<file path="src/rtl/dcmd_parser.sv">
module dcmd_parser #(
  parameter int NSLOT   = 18,
  parameter int NICON   = 64,
  parameter int NGRAY   = 15,
  parameter int MUX_MIN = 15
) (
  input  logic                  clk,
  input  logic                  rst_n,
  input  logic                  in_valid,
  input  logic                  in_dc,
  input  logic [7:0]            in_byte,
  output logic [NSLOT-1:0][7:0] cfg_regs,
  output logic [7:0]            col_start,
  output logic [7:0]            col_end,
  output logic [7:0]            row_start,
  output logic [7:0]            row_end,
  output logic                  col_load,
  output logic                  row_load,
  output logic                  lut_we,
  output logic                  lut_tbl,
  output logic [5:0]            lut_addr,
  output logic [7:0]            lut_data,
  output logic                  gray_default,
  output logic [1:0]            disp_mode,
  output logic                  disp_on,
  output logic [7:0]            status,
  output logic                  locked
);
  localparam int MUX_SLOT = 11;
  localparam logic [4:0] NO_SLOT = 5'd31;

  logic [7:0] op, stage;
  logic [6:0] remain, idx;

  function automatic logic [4:0] slot_of(input logic [7:0] b);
    case (b)
      8'h81: slot_of = 5'd0;   8'h82: slot_of = 5'd1;
      8'h90: slot_of = 5'd2;   8'h91: slot_of = 5'd3;
      8'h93: slot_of = 5'd4;   8'h94: slot_of = 5'd5;
      8'h95: slot_of = 5'd6;   8'h96: slot_of = 5'd7;
      8'hA0: slot_of = 5'd8;   8'hA1: slot_of = 5'd9;
      8'hA2: slot_of = 5'd10;  8'hA8: slot_of = 5'd11;
      8'hB1: slot_of = 5'd12;  8'hB2: slot_of = 5'd13;
      8'hB3: slot_of = 5'd14;  8'hBB: slot_of = 5'd15;
      8'hBC: slot_of = 5'd16;  8'hBE: slot_of = 5'd17;
      default: slot_of = NO_SLOT;
    endcase
  endfunction

  function automatic logic [6:0] nargs(input logic [7:0] b);
    case (b)
      8'h15, 8'h75: nargs = 7'd2;
      8'h92:        nargs = 7'(NICON);
      8'hB8:        nargs = 7'(NGRAY);
      8'hFD:        nargs = 7'd1;
      default:      nargs = (slot_of(b) != NO_SLOT) ? 7'd1 : 7'd0;
    endcase
  endfunction

  wire is_arg    = in_valid && !in_dc && remain != 0;
  wire is_opcode = in_valid && !in_dc && remain == 0 && (!locked || in_byte == 8'hFD);
  wire [6:0] mux_v = (in_byte[6:0] < 7'(MUX_MIN)) ? 7'(MUX_MIN) : in_byte[6:0];

  assign status = {1'b0, ~disp_on, 6'b0};

  always_ff @(posedge clk or negedge rst_n) begin
    if (!rst_n) begin
      cfg_regs     <= '0;
      cfg_regs[MUX_SLOT] <= 8'd127;
      {col_start, col_end, row_start, row_end} <= '0;
      {col_load, row_load, lut_we, lut_tbl, gray_default} <= '0;
      lut_addr <= '0;  lut_data <= '0;
      disp_mode <= 2'd0;  disp_on <= 1'b0;  locked <= 1'b0;
      op <= '0;  stage <= '0;  remain <= '0;  idx <= '0;
    end else begin
      col_load <= 1'b0;  row_load <= 1'b0;  lut_we <= 1'b0;  gray_default <= 1'b0;
      if (in_valid && in_dc) begin
        remain <= '0;
      end else if (is_arg) begin
        remain <= remain - 7'd1;
        idx    <= idx + 7'd1;
        case (op)
          8'h15: if (idx == 0) stage <= in_byte;
                 else begin col_start <= stage; col_end <= in_byte; col_load <= 1'b1; end
          8'h75: if (idx == 0) stage <= in_byte;
                 else begin row_start <= stage; row_end <= in_byte; row_load <= 1'b1; end
          8'h92: begin lut_we <= 1'b1; lut_tbl <= 1'b0; lut_addr <= idx[5:0]; lut_data <= in_byte; end
          8'hB8: begin lut_we <= 1'b1; lut_tbl <= 1'b1; lut_addr <= idx[5:0] + 6'd1; lut_data <= in_byte; end
          8'hFD: if (in_byte == 8'h12) locked <= 1'b0;
                 else if (in_byte == 8'h13) locked <= 1'b1;
          default:
            if (slot_of(op) == 5'(MUX_SLOT)) cfg_regs[MUX_SLOT] <= {1'b0, mux_v};
            else if (slot_of(op) != NO_SLOT) cfg_regs[slot_of(op)] <= in_byte;
        endcase
      end else if (is_opcode) begin
        op     <= in_byte;
        remain <= nargs(in_byte);
        idx    <= '0;
        case (in_byte)
          8'hA4, 8'hA5, 8'hA6, 8'hA7: disp_mode <= in_byte[1:0];
          8'hAE: disp_on <= 1'b0;
          8'hAF: disp_on <= 1'b1;
          8'hB7: gray_default <= 1'b1;
          default: ;
        endcase
      end
    end
  end

  p_gray_addr_r5: assert property (@(posedge clk) disable iff (!rst_n)
    (lut_we && lut_tbl) |-> (lut_addr >= 6'd1 && lut_addr <= 6'(NGRAY)));

  p_locked_drop_r9: assert property (@(posedge clk) disable iff (!rst_n)
    (locked && in_valid && (in_dc || (remain == 0 && in_byte != 8'hFD)))
      |=> ($stable(cfg_regs) && $stable(disp_on) && $stable(disp_mode)
           && !lut_we && !col_load && !row_load));

  p_mux_floor_r10: assert property (@(posedge clk) disable iff (!rst_n)
    cfg_regs[MUX_SLOT] >= 8'(MUX_MIN) && !cfg_regs[MUX_SLOT][7]);

  p_abort_r12: assert property (@(posedge clk) disable iff (!rst_n)
    (in_valid && in_dc) |=> (!lut_we && !col_load && !row_load && $stable(cfg_regs)));

  p_sleep_r6: assert property (@(posedge clk) disable iff (!rst_n)
    (is_opcode && in_byte == 8'hAE) |=> !disp_on && status[6]);

  p_single_strobe_r2: assert property (@(posedge clk) disable iff (!rst_n)
    $onehot0({col_load, row_load, lut_we}));
endmodule

</file>
<file path="config.mk">
export PLATFORM = sky130hd
export DESIGN_NAME = dcmd_parser
export DESIGN_NICKNAME = d
export VERILOG_FILES = /design/src/rtl/dcmd_parser.sv
export SDC_FILE = /design/constraint.sdc
export NUM_CORES = 1
export LEC_CHECK = 0
export BUFFER_PORTS_ARGS = -buffer_cell sky130_fd_sc_hd__buf_2
export CAP_MARGIN = 40
export CORE_MARGIN = 2
export CORE_UTILIZATION = 54
export DETAILED_ROUTE_END_ITERATION = 8
export GPL_TIMING_DRIVEN = 0
export PLACE_DENSITY = 0.79
export RECOVER_POWER = 100
export SETUP_SLACK_MARGIN = 0.3
export SLEW_MARGIN = 20
export SYNTH_ARGS = -nofsm -noshare
export SYNTH_HDL_FRONTEND = slang
export SYNTH_SLANG_ARGS = --single-unit
</file>
<file path="constraint.sdc">
create_clock -name clk -period 3.55 [get_ports clk]
set_input_delay 0.71 -clock clk [delete_from_list [all_inputs] [get_ports clk]]
set_output_delay 0.71 -clock clk [all_outputs]
set_load 0.02 [all_outputs]
</file>
=== After elaboration in Yosys (flattened, before gate mapping) ===
Index checks and enable logic that the tools add are counted.

* Flip-flop bits (word level): 229
* Input bits: 12
* Output and inout port bits: 207
* Logic and storage cells: 192

* $add $sub $neg: 3
* Magnitude comparators: 3
* Equality and inequality tests: 58
* Muxes and demuxes: 50
* Bitwise operators: 6
* Reductions and logical operators: 36

{| class="wikitable"
|+ Operators with widths
! operator !! count
|-
| equality test 8 bit, second input constant || 49
|-
| one-hot mux 5 bit (18 select lines) || 2
|-
| bitwise mux 144 bit || 1
|-
| two-way mux 96 bit || 1
|-
| two-way mux 5 bit || 16
|-
| two-way mux 7 bit || 6
|-
| demux 8 bit (select 5 bit) || 1
|-
| equality test 8 x 5 -> 1 bit, second input constant || 4
|-
| one-hot mux 7 bit (4 select lines) || 1
|-
| AND reduction 4 bit || 7
|-
| two-way mux 1 bit || 17
|-
| equality test 8 x 7 -> 1 bit, second input constant || 2
|-
| two-way mux 8 bit || 2
|-
| zero test 7 bit || 2
|-
| one-hot mux 6 bit (2 select lines) || 1
|-
| != test 5 bit, second input constant || 2
|-
| nonzero test 2 bit || 5
|-
| OR reduction 5 bit || 2
|-
| AND reduction 3 bit || 3
|-
| adder 7 x 1 -> 7 bit, second input constant || 1
|-
| less-than comparator 7 x 4 -> 1 bit, second input constant || 1
|-
| nonzero test 7 bit || 1
|-
| subtractor 7 x 1 -> 7 bit, second input constant || 1
|-
| adder 6 x 1 -> 6 bit, second input constant || 1
|-
| other kinds (13) || 27
|}

=== Logic depth before layout (Yosys ltp) ===
Gate-level depths: netlist of the first run.

* Word-level depth: 23
* Depth in mapped cells: 10
* Gate-level depth less buffers: 8

=== Least setup slack after synthesis of the first run ===
Ideal clock, no wire load.

* Path type: input -> register
* Start point: input in_dc
* End point: register cfg_regs[136] in the netlist's numbering
* Setup time: 125 ps
* Arrival time: 2,708 ps
* Data required time: 3,425 ps
* Slack: 716 ps
* Cell stages on the path: 7
* Path buffers: 1
* Cell sequence: and2b_1 > a21boi_2 > o2111ai_4 > a311oi_4 > or4b_1 > buf_4 > mux2_4

* Cells in the longest elaborated chain, start to end: 4
* Elaborated cells between the ends (all ways): 6

{| class="wikitable"
|+ RTL lines
! item !! line !! text
|-
| start, declared || 10 || <nowiki>input logic in_dc,</nowiki>
|-
| zero test 1 bit || 60 || <nowiki>wire is_arg = in_valid && !in_dc && remain != 0;</nowiki>
|-
| logical AND 1 bit (2 in a row) || 60 ||
|-
| AND reduction 5 bit (no line) * || -- ||
|-
| end signal, assigned by index || 92 || <nowiki>if (slot_of(op) == 5'(MUX_SLOT)) cfg_regs[MUX_SLOT] <= {1'b0, mux_v};</nowiki>
|-
| end signal, assigned by index || 93 || <nowiki>else if (slot_of(op) != NO_SLOT) cfg_regs[slot_of(op)] <= in_byte;</nowiki>
|-
| end, declared || 12 || <nowiki>output logic [NSLOT-1:0][7:0] cfg_regs,</nowiki>
|}

Mark *: on every way between the ends. The rest lies on a longest branch, timed or not.
A chain may end at the register's enable or synchronous reset.

=== Worst setup path in the final report of the first run ===
* Start point: register remain[0]
* End point: register cfg_regs[138] in the netlist's numbering

* Cells in the longest elaborated chain, start to end: 3

{| class="wikitable"
|+ RTL lines
! item !! line !! text
|-
| start, declared || 33 || <nowiki>logic [6:0] remain, idx;</nowiki>
|-
| start signal, assigned || 80 || <nowiki>remain <= remain - 7'd1;</nowiki>
|-
| start signal, assigned || 97 || <nowiki>remain <= nargs(in_byte);</nowiki>
|-
| nonzero test 7 bit || 60 ||
|-
| logical AND 1 bit || 60 ||
|-
| AND reduction 5 bit (no line) || -- ||
|}

Every way passes these cells.

==> flow_metrics.py, run 1 <==
metrics = {
    "floorplanning": {
        "core_area_um2": 18000,
        "dieHeight_um": 140,
        "die_width_um": 140,
        "die-area_um2": 19500,
        "initial_core_util_pct": 55.1,
        "ios": 219,
        "rows": 49,
    },
    "power_and_ir_drop": {
        "cellLeakagePower_nw": 5.73,
        "p_total_mw": 7.39,
        "irDropWorstVdd_mv": 0.611,
        "powerDensity_nw_per_um2": 621,
    },
    "status": {
        "status": "finished, violations left",
        "violations": "capacitance limit, slew limit",
    },
    "global_route": {
        "grt_pass1_vias": 7344,
        "antenna_found_initial": 0,
        "grt_first_pass_wirelength_um": 40600,
        "grt_overflow": 0,
        "grt_max_degree": 103,
        "grt_use_total_pct": 26.1,
    },
    "route": {
        "viasPerCell": 5.61,
        "drtIter0Drc": 499,
        "dr.pass1.iters": 5,
        "ant_nets": 0,
        "drc": 0,
        "routed_wl_um": 25700,
        "vias": 7044,
        "wl_per_cell_um": 20.5,
    },
    "logic_synthesis": {
        "synth_area_leaders": "dfrtp_1 56%, mux2_2 20%, dfstp_2 1.9%",
        "async_reset_ff_share_pct": 100,
        "synth_top_area_share_pct": 55.9,
        "ys_ff_latch": 229,
        "yosysWarnings": 0,
        "avgSynthCellArea_um2": 13.0,
        "seq_area_frac_synth_pct": 57.8,
        "synthFlopType": "dfrtp_1",
        "syn_inst": 764,
        "synth.distinct_cells": 70,
        "synth_edf_count": 0,
        "synth_top_area_cell": "dfrtp_1",
        "synth_area_um2": 9930,
    },
    "cts": {
        "clkSinkCount": 229,
        "clkLatencyLatePin_ns": 0.52,
        "max-clock-path-buffers": 3,
        "cts_hold_buf": 0,
        "cts_root_buf": "clkbuf_16",
        "cts_tree": "yes",
        "clk_pin_slew_ns": 0.06,
        "cts_buffers": 24,
        "cts_max_level": 1,
    },
    "sta": {
        "drv_slew": 54,
        "fin_crit_sh_pct": 93.2,
        "slew_headroom_pct": -76.9,
        "tightest_slew_ns": 2.65,
        "setup_viol": 0,
        "finClkSkew_ns": 0.0173,
        "max_freq_mhz": 302,
        "hold_viol": 0,
        "rsz0062_at_grt": "yes",
        "fin_crit_ns": 3.31,
        "fin_hold_ws_ns": 0.474,
    },
    "min_path": {
        "hp-class": "input pin to flop",
    },
    "critical_path": {
        "critPathCaptureType": "flop",
        "path_class": "flop to flop",
        "crit_path_end": "cfg_regs[138]$_DFFE_PN0P_",
        "r2r_slack_ns": 0.24,
        "path_cells": "inv_1 -> ha_1 -> nor3b_1 -> a21boi_2 -> o2111ai_1 -> a311oi_4 -> or4b_1 -> buf_4 -> mux2_1",
        "cp.arrival_ns": 3.69,
        "max_stage_delay_ns": 0.59,
        "timing.rr.end": "cfg_regs[138]$_DFFE_PN0P_",
        "cp.required_ns": 3.93,
        "crit_buf_inv": 2,
        "cpMaxStageDelayCell": "a311oi_4",
        "critPathTopFamily": "compound AO/OA/AOI/OAI gates",
        "cp_num_cells": 9,
        "startpoint_type": "flop",
        "crit_path_start": "remain[0]$_DFFE_PN0P_",
        "rr_startpoint": "remain[0]$_DFFE_PN0P_",
        "ff2ff_path_depth": 9,
        "cp_max_fo": 8,
    },
    "final_layout": {
        "fill_cells": 1470,
        "final_nets": 1024,
        "fin_util_pct": 66.0,
        "multi_input_area_um2": 3830,
        "drive_gt1_share_pct": 26.1,
        "areaGrowthSynthToFinish_pct": 19.7,
        "most-common-layout-cells": "244 x clkbuf_1, 222 x dfrtp_1, 176 x mux2_2",
        "final_common_cell": "clkbuf_1",
        "antenna_cells": 0,
        "seq_area_um2": 5740,
    },
    "placement": {
        "portBuffers": 210,
        "gp_congestion": 0.922,
        "hpwl_um": 17800,
    },
    "job": {
        "cap_violations": 1,
    },
}
-- stage by stage --
stage,setup TNS [ns],area (um^2),setup WS (ns),std cells
after floorplan,0,9960,0.716,770
after global placement,-479.48,11300,-2.16,1209
after detailed placement,0,11400,0.208,1211
after CTS,0,12200,0.400,1254
after global routing,0,11900,0.133,1255
final,0,11900,0.243,1255
-- flip-flops by register name, indices dropped and copies added, names as in the netlist --
name and flops:
locked 1, lut_we 1, col_end 8, disp_mode 2, lut_data 8, disp_on 1, idx 7, op 8
col_load 1, row_start 8, row_load 1, cfg_regs 144, lut_tbl 1, lut_addr 6, stage 8, col_start 8
remain 7, gray_default 1, row_end 8
-- per-layer routing --
metal / routed length [um] / global-route usage [%]
met5: 0 / 0
met4: 816 / 8.68
met3: 1600 / 5.20
met2: 12200 / 42.4
met1: 11100 / 35.8
-- cell usage after synthesis (4+ instances only) --
| cell type | number |
|---|---|
| nor4_1 | 5 |
| buf_4 | 8 |
| o21ai_0 | 24 |
| nor2_1 | 37 |
| buf_2 | 12 |
| nand3_1 | 15 |
| nor2b_1 | 7 |
| nand3b_1 | 8 |
| nand2_1 | 38 |
| mux2_1 | 8 |
| clkbuf_1 | 40 |
| mux2_4 | 8 |
| nor3_1 | 12 |
| nand4_1 | 9 |
| nand2b_1 | 8 |
| a21oi_1 | 12 |
| and3_1 | 7 |
| or3_1 | 4 |
| inv_1 | 15 |
| and3b_1 | 4 |
| dfrtp_1 | 222 |
| xnor2_1 | 9 |
| dfstp_2 | 7 |
| mux2_2 | 179 |
-- report_power, final --
group | internal (mW) | switching [mW] | leakage [nW]
Clock | 1.60 | 1.01 | 0.415
Combinational | 0.560 | 1.13 | 2.19
Sequential | 2.90 | 0.188 | 3.13
Total | 5.06 | 2.33 | 5.73
-- worst min path at each step --
stage	start	end	slack, ns	depth (start not counted)
3_3_place_gp	lut_data[0]$_DFFE_PN0P_	lut_data[0]$_DFFE_PN0P_	0.46	2
2_1_floorplan	rst_n	cfg_regs[0]$_DFFE_PN0P_	0.41	0
5_1_grt	in_valid	remain[2]$_DFFE_PN0P_	0.48	2
4_1_cts	rst_n	idx[5]$_DFFE_PN0P_	0.13	1
6_report	in_valid	remain[2]$_DFFE_PN0P_	0.47	2
3_5_place_dp	lut_addr[3]$_DFFE_PN0P_	lut_addr[3]$_DFFE_PN0P_	0.47	2
-- timing repair --
item                                    in CTS  in global routing
buffers inserted                             0                  1
endpoints found under the setup margin       0                 74
resized for setup                            0                  4
-- final cells by class --
cell class	instances	share of cell area [%]
Sequential cell	229	48.3
Multi-Input combinational cell	463	32.2
Timing Repair Buffer	213	7.30
Clock buffer	34	5.96
Tap cell	229	2.41
Buffer	62	2.34
Clock inverter	9	1.01
Inverter	16	0.505
-- worst register-to-register path, delay by kind of cell (launching register included) --
family          cells  cell delay (ns)
compound gates      3             1.28
simple gates        2             0.71
flops               1             0.39
mux                 1             0.33
buf+inv             2             0.26
fa+ha+maj           1             0.22
-- logic make-up (layout without fill, tap and decap cells) --
kind of cell	Yosys count	count (layout)	synth area share, %
DFF	229	229	57.8
muxes	196	196	22.5
and+or+nand+nor	177	177	9.85
buffers and inverters	78	334	3.40
AOI/OAI and AO/OA	68	68	5.00
xor gates and xnor gates	12	12	1.06
adders and majority gates	3	3	0.378
other	1	7	0.0377
Note: power is estimated with default switching activity, not from simulation.
==> run 2: changes to the inputs <==
--- a/config.mk
+++ b/config.mk
@@ -8,10 +8,10 @@
 export BUFFER_PORTS_ARGS = -buffer_cell sky130_fd_sc_hd__buf_2
 export CAP_MARGIN = 40
 export CORE_MARGIN = 2
-export CORE_UTILIZATION = 54
+export CORE_UTILIZATION = 49
 export DETAILED_ROUTE_END_ITERATION = 8
 export GPL_TIMING_DRIVEN = 0
-export PLACE_DENSITY = 0.79
+export PLACE_DENSITY = 0.73
 export RECOVER_POWER = 100
 export SETUP_SLACK_MARGIN = 0.3
 export SLEW_MARGIN = 20
==> constraint.sdc (replaced) <==
create_clock -name clk -period 2.9 [get_ports clk]
set_input_delay 0.58 -clock clk [delete_from_list [all_inputs] [get_ports clk]]
set_output_delay 0.58 -clock clk [all_outputs]
set_load 0.02 [all_outputs]
==> run 2 against run 1 <==
- the run now ends clean
- register-to-register slack lost 0.15 ns
- routed wire length grew 6.2%
- clock power grew 29%
- clock skew grew 0.0083 ns
- utilization shrank 1.2 points
- cell area grew 9.2%
- die area grew 9.9%
- critical path depth shrank 1
- maximum frequency grew 18%
- first-iteration DRC count shrank 24%
- critical path type unchanged
==> flow_metrics.py, run 2 (same netlist as run 1, synthesis figures left out) <==
metrics = {
    "status": {
        "status": "finished clean",
    },
    "sta": {
        "rsz0062_at_grt": "yes",
        "fin_crit_sh_pct": 96.8,
        "fin_hold_ws_ns": 0.306,
        "setup_viol": 0,
        "worst_slack_ns": 0.0937,
        "hold_viol": 0,
        "drv_slew": 0,
        "finClkSkew_ns": 0.0255,
        "slew_headroom_pct": 23.8,
        "tightest_slew_ns": 1.14,
        "max_freq_mhz": 356,
        "fin_crit_ns": 2.81,
    },
    "placement": {
        "gp_congestion": 0.913,
        "portBuffers": 210,
        "hpwl_um": 17800,
        "pre_cts_ws_ns": -0.450,
    },
    "power_and_ir_drop": {
        "powerDensity_nw_per_um2": 763,
        "irDropWorstVdd_mv": 0.580,
        "cellLeakagePower_nw": 6.17,
    },
    "route": {
        "dr.pass1.iters": 5,
        "wl_per_cell_um": 20.4,
        "drtIter0Drc": 380,
        "routed_wl_um": 27300,
        "drc": 0,
        "viasPerCell": 5.51,
        "ant_nets": 0,
        "vias": 7382,
    },
    "critical_path": {
        "critPathCaptureType": "flop",
        "startpoint_type": "flop",
        "cp.required_ns": 3.31,
        "cp_max_fo": 8,
        "cp.arrival_ns": 3.21,
        "path_class": "flop to flop",
    },
    "cts": {
        "cts_max_level": 1,
        "max-clock-path-buffers": 3,
        "clkSinkCount": 229,
        "cts_buffers": 26,
        "clk_pin_slew_ns": 0.06,
        "cts_tree": "yes",
        "cts_root_buf": "clkbuf_16",
        "clkLatencyLatePin_ns": 0.54,
    },
    "final_layout": {
        "largest_register_ffs": 144,
        "drive_gt1_share_pct": 35.5,
        "antenna_cells": 0,
        "final_common_cell": "clkbuf_1",
        "final_nets": 1066,
        "most-common-layout-cells": "234 x clkbuf_1, 220 x dfrtp_1, 153 x mux2_2",
        "areaGrowthSynthToFinish_pct": 30.8,
        "regMostFlops": "cfg_regs",
    },
    "global_route": {
        "grt_pass1_vias": 7378,
        "grt_overflow": 0,
        "antenna_found_initial": 0,
        "grt_use_total_pct": 24.7,
        "grt_first_pass_wirelength_um": 42000,
        "grt_max_degree": 95,
    },
    "min_path": {
        "hp-class": "input pin to flop",
    },
    "floorplanning": {
        "die-area_um2": 21400,
        "ios": 219,
        "die_width_um": 146,
        "rows": 52,
        "dieHeight_um": 146,
        "initial_core_util_pct": 49.6,
        "core_area_um2": 20000,
    },
    "job": {
        "cap_violations": 0,
    },
}
[run 2: changes by cell type in the layout (fill, tap and decap cells not counted), moves of 8 or more]
cell	change
buf_2	-8
mux2_4	+36
buf_4	+30
buf_6	+12
mux2_2	-23
clkbuf_1	-10
mux2_1	-13
[run 2: through the flow]
stage	setup TNS [ns]	std cells	util (%)	power [mW]	instance area [um^2]
finish	0	1339	64.8	9.91	13000
global route	0	1339	64.8	10.3	13000
CTS	0	1317	63.9	9.70	12800
detailed placement	-18.37	1252	57.0	5.93	11400
global placement	-639.60	1250	56.7	5.89	11400
floorplan	0	770	-	5.21	9970
[run 2: per-layer routing]
metal	share of wire (%)	track usage (%)	up-vias	routed length (um)
li1	-	-	3267	-
met1	41	33.7	3740	11300
met2	48	40.6	312	13200
met3	7.4	5.28	63	2030
met4	2.6	6.36	0	719
met5	0	0	-	0
[run 2: repair_timing]
action	CTS	global route
gates cloned	0	0
buffers inserted	18	21
setup endpoints to repair	189	160
resized for setup	73	92
hold buffers	1	0
hold endpoints to repair	42	0
pin swaps	11	13
[run 2: power breakdown]
part           switching, mW  internal, mW
combinational           1.66          1.10
clock                   1.31          2.05
sequential             0.240          3.55
[run 2: path summary, 6_finish.rpt]
path                                               from                        end  slack, ns  depth (start not counted)
worst max-delay path                  op[4]$_DFFE_PN0P_  cfg_regs[140]$_DFFE_PN0P_       0.09                          8
worst max register to register        op[4]$_DFFE_PN0P_  cfg_regs[140]$_DFFE_PN0P_       0.09                          8
min in group asynchronous                         rst_n   cfg_regs[39]$_DFFE_PN0P_       0.83                          2
max in group asynchronous                         rst_n          op[6]$_DFFE_PN0P_       0.62                          3
worst min register to register  lut_addr[4]$_DFFE_PN0P_    lut_addr[4]$_DFFE_PN0P_       0.48                          2
worst min-delay path                           in_valid      remain[2]$_DFFE_PN0P_       0.31                          2
[run 2: critical path, cell delays in order (launching register included)]
cell and delay (ns):
dfrtp_1 0.44, buf_6 0.15, nor4b_4 0.31, a32oi_1 0.15
o32a_1 0.24, a311oi_4 0.40, or4b_4 0.52, buf_12 0.16
mux2_4 0.29
[run 2: layout make-up]
cell class / count / area, um^2
timing repair buffer: 253 / 1200
inverter: 16 / 60.1
clock inverter: 11 / 161
fill: 1648 / 7050
multi-input combinational: 463 / 4340
sequential: 229 / 5740
clock buffer: 35 / 734
tap: 270 / 338
buffer: 62 / 409
